File: src/rtl/cfg_uart_pkg.sv
package cfg_uart_pkg;

  typedef struct packed {
    logic       par_en;
    logic       par_odd;
    logic       seven;
    logic [1:0] baud;
  } fmt_t;

  typedef enum logic [1:0] {RX_IDLE, RX_START, RX_DATA} rx_st_t;

  // ticks per bit for a rate code; base is the code-0 length
  function automatic int unsigned bit_ticks(input logic [1:0] b, input int unsigned base);
    case (b)
      2'd0:    return base;
      2'd1:    return base / 2;
      2'd2:    return base / 8;
      default: return base / 16;
    endcase
  endfunction

  // total bits on the wire, start and stop included
  function automatic logic [3:0] frame_bits(input logic par_en, input logic seven);
    return 4'd9 + {3'b000, par_en} + {3'b000, ~seven};
  endfunction

  // parity bit to send for the given sense
  function automatic logic par_calc(input logic [7:0] d, input logic seven, input logic odd);
    logic p;
    p = seven ? ^d[6:0] : ^d;
    return p ^ odd;
  endfunction

endpackage

File: src/rtl/cfg_uart_sync.sv
module cfg_uart_sync #(
  parameter int unsigned STAGES = 2
) (
  input  logic clk,
  input  logic rst_n,
  input  logic d,
  output logic q
);
  logic [STAGES-1:0] chain;

  generate
    if (STAGES == 1) begin : g_one
      always_ff @(posedge clk or negedge rst_n)
        if (!rst_n) chain <= '1;
        else        chain <= d;
    end else begin : g_many
      always_ff @(posedge clk or negedge rst_n)
        if (!rst_n) chain <= '1;
        else        chain <= {chain[STAGES-2:0], d};
    end
  endgenerate

  assign q = chain[STAGES-1];
endmodule

File: src/rtl/cfg_uart_tx.sv
module cfg_uart_tx
  import cfg_uart_pkg::*;
#(
  parameter int unsigned BASE_DIV = 128
) (
  input  logic       clk,
  input  logic       rst_n,
  input  logic       tick,
  input  fmt_t       fmt_in,
  input  logic       tx_valid,
  output logic       tx_ready,
  input  logic [7:0] tx_data,
  output logic       tx_oe
);
  localparam int CNT_W = $clog2(BASE_DIV + 1);

  logic             busy;
  logic [10:0]      sh;
  logic [3:0]       left;
  logic [CNT_W-1:0] cnt;
  logic [1:0]       baud_l;
  logic [10:0]      frm;

  // frame image, LSB is the first bit on the wire; unused top bits stay 1 (stop/idle)
  always_comb begin
    frm    = '1;
    frm[0] = 1'b0;
    if (fmt_in.seven) begin
      frm[7:1] = tx_data[6:0];
      if (fmt_in.par_en) frm[8] = par_calc(tx_data, 1'b1, fmt_in.par_odd);
    end else begin
      frm[8:1] = tx_data;
      if (fmt_in.par_en) frm[9] = par_calc(tx_data, 1'b0, fmt_in.par_odd);
    end
  end

  always_ff @(posedge clk or negedge rst_n) begin
    if (!rst_n) begin
      busy   <= 1'b0;
      sh     <= '1;
      left   <= '0;
      cnt    <= '0;
      baud_l <= '0;
    end else if (!busy) begin
      if (tx_valid) begin
        busy   <= 1'b1;
        sh     <= frm;
        left   <= frame_bits(fmt_in.par_en, fmt_in.seven);
        cnt    <= CNT_W'(bit_ticks(fmt_in.baud, BASE_DIV));
        baud_l <= fmt_in.baud;
      end
    end else if (tick) begin
      if (cnt == CNT_W'(1)) begin
        cnt  <= CNT_W'(bit_ticks(baud_l, BASE_DIV));
        sh   <= {1'b1, sh[10:1]};
        left <= left - 4'd1;
        if (left == 4'd1) busy <= 1'b0;
      end else begin
        cnt <= cnt - CNT_W'(1);
      end
    end
  end

  assign tx_ready = ~busy;
  assign tx_oe    = busy & ~sh[0];

  a_r6_ready_drops: assert property (@(posedge clk) disable iff (!rst_n)
    (tx_valid && tx_ready) |=> !tx_ready);
  a_r3_start_low: assert property (@(posedge clk) disable iff (!rst_n)
    (tx_valid && tx_ready) |=> tx_oe);
  a_r3_stop_released: assert property (@(posedge clk) disable iff (!rst_n)
    (busy && left == 4'd1) |-> !tx_oe);
  a_r12_tx_hold: assert property (@(posedge clk) disable iff (!rst_n)
    (busy && !tick) |=> ($stable(sh) && $stable(cnt) && busy));
endmodule

File: src/rtl/cfg_uart_rx.sv
module cfg_uart_rx
  import cfg_uart_pkg::*;
#(
  parameter int unsigned BASE_DIV = 128
) (
  input  logic       clk,
  input  logic       rst_n,
  input  logic       tick,
  input  fmt_t       fmt_in,
  input  logic       rx_s,
  output logic       rx_valid,
  output logic [7:0] rx_data,
  output logic       rx_par,
  output logic       rx_perr
);
  localparam int CNT_W = $clog2(BASE_DIV + 1);

  rx_st_t           st;
  logic [CNT_W-1:0] cnt;
  logic [3:0]       left;
  logic [9:0]       sh;
  fmt_t             f_l;

  logic [9:0] nxt_sh;
  logic [3:0] off;
  logic [3:0] pidx;
  logic [7:0] data8;
  logic       pbit;
  logic [CNT_W-1:0] per_l;

  // samples arrive at the top; after the last one the frame sits right-aligned at off
  always_comb begin
    nxt_sh = {rx_s, sh[9:1]};
    off    = 4'd11 - frame_bits(f_l.par_en, f_l.seven);
    pidx   = off + (f_l.seven ? 4'd7 : 4'd8);
    data8  = nxt_sh[off +: 8];
    if (f_l.seven) data8[7] = 1'b0;
    pbit   = nxt_sh[pidx];
    per_l  = CNT_W'(bit_ticks(f_l.baud, BASE_DIV));
  end

  always_ff @(posedge clk or negedge rst_n) begin
    if (!rst_n) begin
      st       <= RX_IDLE;
      cnt      <= '0;
      left     <= '0;
      sh       <= '0;
      f_l      <= '0;
      rx_valid <= 1'b0;
      rx_data  <= '0;
      rx_par   <= 1'b0;
      rx_perr  <= 1'b0;
    end else begin
      rx_valid <= 1'b0;
      case (st)
        RX_IDLE: if (tick && !rx_s) begin
          st   <= RX_START;
          f_l  <= fmt_in;
          cnt  <= CNT_W'(bit_ticks(fmt_in.baud, BASE_DIV) / 2);
          left <= frame_bits(fmt_in.par_en, fmt_in.seven) - 4'd1;
        end
        RX_START: if (tick) begin
          if (cnt == CNT_W'(1)) begin
            if (rx_s) st <= RX_IDLE;
            else begin
              st  <= RX_DATA;
              cnt <= per_l;
            end
          end else cnt <= cnt - CNT_W'(1);
        end
        default: if (tick) begin
          if (cnt == CNT_W'(1)) begin
            sh   <= nxt_sh;
            left <= left - 4'd1;
            cnt  <= per_l;
            if (left == 4'd1) begin
              st       <= RX_IDLE;
              rx_valid <= 1'b1;
              rx_data  <= data8;
              rx_par   <= f_l.par_en & pbit;
              if (f_l.par_en && (pbit != par_calc(data8, f_l.seven, f_l.par_odd)))
                rx_perr <= 1'b1;
            end
          end else cnt <= cnt - CNT_W'(1);
        end
      endcase
    end
  end

  a_r8_single_pulse: assert property (@(posedge clk) disable iff (!rst_n)
    rx_valid |=> !rx_valid);
  a_r11_sticky_err: assert property (@(posedge clk) disable iff (!rst_n)
    rx_perr |=> rx_perr);
  a_r9_glitch_drop: assert property (@(posedge clk) disable iff (!rst_n)
    (st == RX_START && tick && cnt == CNT_W'(1) && rx_s) |=> (st == RX_IDLE && !rx_valid));
  a_r10_msb_clear: assert property (@(posedge clk) disable iff (!rst_n)
    (rx_valid && f_l.seven) |-> !rx_data[7]);
  a_r12_rx_hold: assert property (@(posedge clk) disable iff (!rst_n)
    (st != RX_IDLE && !tick) |=> ($stable(cnt) && $stable(st)));
endmodule

File: src/rtl/cfg_uart.sv
module cfg_uart
  import cfg_uart_pkg::*;
#(
  parameter int unsigned BASE_DIV    = 128,  // ticks per bit at rate code 0; multiple of 32
  parameter int unsigned SYNC_STAGES = 2
) (
  input  logic       clk,
  input  logic       rst_n,
  input  logic       tick,
  input  logic [7:0] cfg,
  input  logic       tx_valid,
  output logic       tx_ready,
  input  logic [7:0] tx_data,
  output logic       tx_oe,
  input  logic       rx_pin,
  output logic       rx_valid,
  output logic [7:0] rx_data,
  output logic       rx_par,
  output logic       rx_perr
);
  fmt_t fmt;
  logic rx_s;
  logic unused_cfg_bits;

  // odd sense has priority when both parity bits are set
  assign fmt.par_en   = cfg[6] | cfg[7];
  assign fmt.par_odd  = cfg[7];
  assign fmt.seven    = cfg[5];
  assign fmt.baud     = cfg[1:0];
  assign unused_cfg_bits = ^cfg[4:2];

  cfg_uart_sync #(.STAGES(SYNC_STAGES)) sync_i (
    .clk(clk), .rst_n(rst_n), .d(rx_pin), .q(rx_s)
  );

  cfg_uart_tx #(.BASE_DIV(BASE_DIV)) tx_i (
    .clk(clk), .rst_n(rst_n), .tick(tick), .fmt_in(fmt),
    .tx_valid(tx_valid), .tx_ready(tx_ready), .tx_data(tx_data), .tx_oe(tx_oe)
  );

  cfg_uart_rx #(.BASE_DIV(BASE_DIV)) rx_i (
    .clk(clk), .rst_n(rst_n), .tick(tick), .fmt_in(fmt), .rx_s(rx_s),
    .rx_valid(rx_valid), .rx_data(rx_data), .rx_par(rx_par), .rx_perr(rx_perr)
  );
endmodule

File: config.mk
export PLATFORM = sky130hd
export DESIGN_NAME = cfg_uart
export DESIGN_NICKNAME = d
export VERILOG_FILES = /design/src/rtl/cfg_uart_pkg.sv /design/src/rtl/cfg_uart_sync.sv /design/src/rtl/cfg_uart_tx.sv /design/src/rtl/cfg_uart_rx.sv /design/src/rtl/cfg_uart.sv
export SDC_FILE = /design/constraint.sdc
export NUM_CORES = 1
export LEC_CHECK = 0
export ABC_AREA = 0
export BUFFER_PORTS_ARGS = -buffer_cell sky130_fd_sc_hd__clkbuf_2
export CORE_MARGIN = 1
export CORE_UTILIZATION = 60
export CTS_CLUSTER_DIAMETER = 80
export DETAILED_ROUTE_END_ITERATION = 10
export PLACE_DENSITY = 0.8
export SLEW_MARGIN = 25
export SYNTH_ARGS = -nofsm -noshare
export SYNTH_HDL_FRONTEND = slang
export SYNTH_HIERARCHICAL = 1
export SYNTH_SLANG_ARGS = --single-unit
File: constraint.sdc
create_clock -name clk -period 3.2 [get_ports clk]
set_input_delay 0.32 -clock clk [delete_from_list [all_inputs] [get_ports clk]]
set_output_delay 0.32 -clock clk [all_outputs]
set_load 0.01 [all_outputs]
After elaboration in Yosys (flattened, before gate mapping)
Index checks and enable logic that the tools add are counted.
{ "classes": {"addsub": 11, "mul": 0, "div_mod_pow": 0, "magnitude_cmp": 1, "eq_ne": 18, "n_shift": 1, "muxes": 52, "bitwise_logic": 12, "n_reduce_logical": 26} }
{ "ops": {"columns": ["cell", "count"], "rows": [
  ["2-to-1 mux 8 bit", 11],
  ["case mux 8 bit (3 select lines)", 3],
  ["2-to-1 mux 11 bit", 4],
  ["2-to-1 mux 4 bit", 8],
  ["equality test 8 x 1 -> 1 bit, second input constant", 2],
  ["case mux 8 bit (2 select lines)", 1],
  ["XOR reduction 8 bit", 2],
  ["subtractor 8 x 1 -> 8 bit, second input constant", 2],
  ["2-to-1 mux 1 bit", 15],
  ["2-to-1 mux 2 bit", 7],
  ["XOR reduction 7 bit", 2],
  ["AND reduction 4 bit", 3],
  ["subtractor 4 x 1 -> 4 bit, second input constant", 3],
  ["indexed part select 10 x 5 -> 8 bit", 1],
  ["adder 4 x 1 -> 4 bit", 2],
  ["adder 4 x 1 -> 4 bit, first input constant", 2],
  ["equality test 2 x 1 -> 1 bit, second input constant", 4],
  ["equality test 4 x 1 -> 1 bit, second input constant", 2],
  ["logical NOT 2 bit", 4],
  ["case mux 4 bit (2 select lines)", 1],
  ["equality test 2 bit, second input constant", 3],
  ["inequality test 2 bit, second input constant", 3],
  ["NOT 1 bit", 6],
  ["AND reduction 2 bit", 3],
  ["19 further kinds", 27]
]} }
{ "word_totals": {"reg_bits": 68, "latch_bits": 0, "ramBits": 0, "mem_bits_ro": 0, "inputBits": 21, "output_inout_bits": 13, "wordCells": 139, "n_memories": 0} }

Longest topological paths before layout
{ "depth": {"ltp_word": 11, "depth_mapped": 9, "ltp_nobuf": 8} }

By module
The synthesis kept the hierarchy.
{ "by_module_without_submodules": {"columns": ["module", "instances", "cells_each", "area_per_inst_um2", "seq_area_each_um2"], "rows": [
  ["cfg_uart_rx", 1, 232, 2332.2, 975.9],
  ["cfg_uart_tx", 1, 164, 1536.5, 638.1],
  ["cfg_uart_sync", 1, 2, 52.6, 52.6],
  ["cfg_uart", 1, 1, 6.3, 0.0]
]} }

Least setup slack after synthesis
No wires, ideal clock.
{ "synth_path": {"path_type": "register to register", "from": "register rx_i/f_l[4] (netlist name)", "to": "register rx_i.rx_perr", "setup_time_ps": 93, "arrival_time_ps": 2367, "t_required_ps": 3107, "setup_slack_ps": 740, "path_stages_with_launch": 10, "n_path_buf": 1, "synth_period_minus_slack_ps": 2460, "path_cell_list": "dfrtp_1 -> inv_1 -> ha_1 -> buf_6 -> mux4_2 -> xnor2_2 -> xnor2_1 -> xnor2_1 -> xnor3_1 -> o31ai_2"} }
{ "synth_via": {"elab_chain_cells": 11, "word_cells_on_any_way": 15, "classes_between": "add/sub (4); eq/ne (1); shift (1); mux (4); bitwise (1); reduce/logical (4)"} }
{ "synth_rtl": {"columns": ["item", "line_no", "text"], "rows": [
  ["from (decl)", "cfg_uart_rx.sv:22", "fmt_t f_l;"],
  ["from (signal assigned)", "cfg_uart_rx.sv:58", "f_l <= fmt_in;"],
  ["adder 4 x 1 -> 4 bit (2 in a row)", "cfg_uart_pkg.sv:24", "return 4'd9 + {3'b000, par_en} + {3'b000, ~seven};"],
  ["subtractor 4 bit", "cfg_uart_rx.sv:34", "off = 4'd11 - frame_bits(f_l.par_en, f_l.seven);"],
  ["indexed part select 10 x 5 -> 8 bit", "cfg_uart_rx.sv:36", "data8 = nxt_sh[off +: 8];"],
  ["2-to-1 mux 1 bit", "cfg_uart_rx.sv:37", "if (f_l.seven) data8[7] = 1'b0;"],
  ["XOR reduction 8 bit", "cfg_uart_pkg.sv:30", "p = seven ? ^d[6:0] : ^d;"],
  ["2-to-1 mux 1 bit", "cfg_uart_pkg.sv:30", null],
  ["XOR 1 bit", "cfg_uart_pkg.sv:31", "return p ^ odd;"],
  ["inequality test 1 bit", "cfg_uart_rx.sv:81", "if (f_l.par_en && (pbit != par_calc(data8, f_l.seven, f_l.par_odd)))"],
  ["logical AND 1 bit *", "cfg_uart_rx.sv:81", null],
  ["AND reduction 5 bit (no source line) *", null, null],
  ["to (signal assigned)", "cfg_uart_rx.sv:52", "rx_perr <= 1'b0;"],
  ["to (signal assigned)", "cfg_uart_rx.sv:82", "rx_perr <= 1'b1;"],
  ["to (decl)", "cfg_uart_rx.sv:14", "output logic rx_perr"]
]} }
Every way passes the cells marked *; elsewhere a longest branch is shown, timed or not. The select of a mux whose other input is x is not followed.
A chain may end at the register's enable or synchronous reset.

Worst setup path in the final report
{ "layout_path": {"from": "register rx_i/f_l[2] (netlist name)", "to": "register rx_i.rx_perr"} }
{ "layout_via": {"elab_chain_cells": 11, "word_cells_on_any_way": 16, "classes_between": "add/sub (3); eq/ne (1); shift (1); mux (5); bitwise (2); reduce/logical (4)"} }
{ "layout_rtl": {"columns": ["item", "line_no"], "rows": [
  ["NOT 1 bit", "cfg_uart_pkg.sv:24"],
  ["adder 4 x 1 -> 4 bit", "cfg_uart_pkg.sv:24"],
  ["subtractor 4 bit", "cfg_uart_rx.sv:34"],
  ["indexed part select 10 x 5 -> 8 bit", "cfg_uart_rx.sv:36"],
  ["2-to-1 mux 1 bit", "cfg_uart_rx.sv:37"],
  ["XOR reduction 8 bit", "cfg_uart_pkg.sv:30"],
  ["2-to-1 mux 1 bit", "cfg_uart_pkg.sv:30"],
  ["XOR 1 bit", "cfg_uart_pkg.sv:31"],
  ["inequality test 1 bit *", "cfg_uart_rx.sv:81"],
  ["logical AND 1 bit *", "cfg_uart_rx.sv:81"],
  ["AND reduction 5 bit (no source line) *", null]
]} }
Marks and branches as above.

==> out/metrics.cfg <==
[status]
status = finished, final reports clean

[drt]
drt_iter0_drc = 163
maxUsedRoutingLayer = met4
routed-via-count = 3068
wl_um = 8040
met1Wirelength_um = 3560
ant_nets = 0
dr.pass1.iters = 5
route.detailed.drc = 0
wl_met3_um = 369
routed_via_density = 5.99
wl_per_cell_um = 15.7
wl_met2_um = 3950

[timing]
rsz0062_at_grt = false
slew_headroom = 0.454
finalCriticalPeriod_ns = 2.87
max_freq_mhz = 348
finalSetupTns_ns = 0
drv_slew = 0
setup_viol = 0
fin_worst_skew_ns = 0.0122
worst_pin_slew_ns = 0.819
post-route-period-util = 0.898
report.final.hold_viol_count = 0

[synth]
syn-instance-count = 399
yosys_register_bits = 66
ys_seq_area_frac = 0.424
synth_edf_count = 0
yosys-top-cells-area = dfrtp_1 34%, dfstp_2 8.0%, nand2_1 6.4%
synthesis.nets = 433
synth_warnings = 6
yosysUniqueCellTypes = 64
ys.flop_type = dfrtp_1
netlist.top_cell.by_area = dfrtp_1
synth_top_area_share = 0.344
avgSynthCellArea_um2 = 9.84
async_flop_share = 1.00
synth_area_um2 = 3930

[cts]
cts_max_level = 3
clkTransAtPathRegs_ns = 0.07
cts_tree = built
cts_hold_buf = 0
clk_latency_ns = 0.35
cts_buffers = 9
postCtsSetupBuffers = 0
cts_root_buffer = clkbuf_8
cts_buffer_depth = 2
cts.sinks = 66
cts-resized-gates = 0

[worst_setup_path]
crit_cells = 7
critPathLaunchType = flip-flop
critPathBufInv = 0
max_stage_delay_ns = 0.69
crit_top_cell = xnor2_1
r2r_cells = 7
crit_family = XOR/XNOR gates
worst-path-max-fanout = 12
worstPathCellList = ha_1 > mux4_1 > xnor2_2 > xnor2_1 > xnor2_1 > xnor3_1 > o31ai_2
cp.arrival_ns = 3.13
required_ns = 3.46
cp-end-kind = flip-flop
critPathKind = flip-flop to flip-flop
cp_slowest_cell = mux4_1

[global_route]
antenna_found_initial = 0
grt_overflow_total = 0
grt_usage = 0.253
grt_pass1_vias = 3010
grt_max_degree = 67
grt_pass1_wl_um = 14100

[cells_and_area]
most-common-layout-cells = 67 x nand2_1, 54 x dfrtp_1, 30 x clkbuf_2, 30 x o21ai_0, 27 x nor2_1
final_common_cell = nand2_1
layout-drive-gt1-share = 0.202
syn2layout_area_growth_pct = 10.3
diodes = 0
nNetsFinal = 464
fillers = 456

[place]
gp_congestion = 0.865
hpwl_um = 5530
port_buffers = 30

[pwr]
finalPower_mw = 3.48
pwr_density_cell_nw_per_um2 = 804
p_leak_nw = 2.05
peakVddDrop_mv = 0.470

[min_path]
whs_path_depth = 1
hold_path_class = input port to flip-flop

[floorplanning]
core.rowCount = 29
die_x_um = 82.9
start_util = 0.619
fp.dieH_um = 82.9
die-area_um2 = 6870
io_pins = 34
core_um2 = 6350

[job]
drv_cap = 0

[layout make-up]
type | instances | area, µm² | area share
tap | 77 | 96.3 | 0.0222
timing repair buffer | 34 | 180 | 0.0416
clock buffer | 9 | 124 | 0.0286
clock inverter | 7 | 100 | 0.0231
inverter | 19 | 71.3 | 0.0165
sequential | 66 | 1670 | 0.385
multi-input combinational | 300 | 2090 | 0.483
[sequential cells by signal, indices dropped and copies added (netlist names), 4 cells and up]
name / flops
rx_i/sh: 9
rx_i/cnt: 8
rx_i/f_l: 5
tx_i/sh: 10
rx_i/left: 4
rx_i/rx_data: 8
tx_i/cnt: 8
tx_i/left: 4
[Yosys cell counts, types with 12 or more instances]
library cell	count
xnor2_1	15
mux2i_1	14
dfrtp_1	54
ha_1	13
a21oi_1	13
dfstp_2	12
nor3_1	14
nand2_1	67
inv_1	19
o21ai_0	30
mux2_2	12
nor2_1	27
[stage by stage]
| step | instances | utilization | setup WS, ns | hold WS (ns) | cell area (µm²) |
|---|---|---|---|---|---|
| final | 512 | 0.682 | 0.326 | 0.0596 | 4330 |
| after global routing | 512 | 0.682 | 0.126 | 0.0407 | 4330 |
| after detailed placement | 496 | 0.647 | 0.360 | 0.351 | 4110 |
| after floorplan | 399 | - | 0.740 | 0.0244 | 3930 |
| after global placement | 496 | 0.647 | 0.419 | 0.346 | 4110 |
| after CTS | 512 | 0.682 | 0.316 | 0.0488 | 4330 |
[final timing paths]
kind                                       from              end  slack [ns]
worst max-delay path                rx_i/f_l[2]     rx_i/rx_perr        0.33
worst min-delay path                     rx_pin  sync_i/chain[0]        0.06
worst max register to register      rx_i/f_l[2]     rx_i/rx_perr        0.33
worst min register to register  sync_i/chain[0]  sync_i/chain[1]        0.36
max in group asynchronous                 rst_n      rx_i/f_l[4]        2.51
min in group asynchronous                 rst_n      tx_i/cnt[5]        0.13
[report_power, final]
part,switching [mW],internal [mW],total (mW)
combinational,0.696,0.609,1.31
sequential,0.273,1.11,1.39
clock,0.346,0.445,0.791
[cells by family (layout without fill, tap and decap cells)]
logic type                 after synthesis  after routing  synth area share
adders and majority gates               13             13            0.0414
muxes                                   33             33             0.114
buffers and inverters                   33             69            0.0424
xor gates and xnor gates                23             23            0.0586
and+or+nand+nor                        152            152             0.192
DFF                                     66             66             0.424
AOI/OAI and AO/OA                       79             79             0.127
[layer usage]
metal,vias to the layer above,global-route usage
met2,94,0.412
met1,1477,0.332
li1,1482,-
met3,15,0.0467
met5,-,0
met4,0,0.111
(Power assumes the default switching activity.)
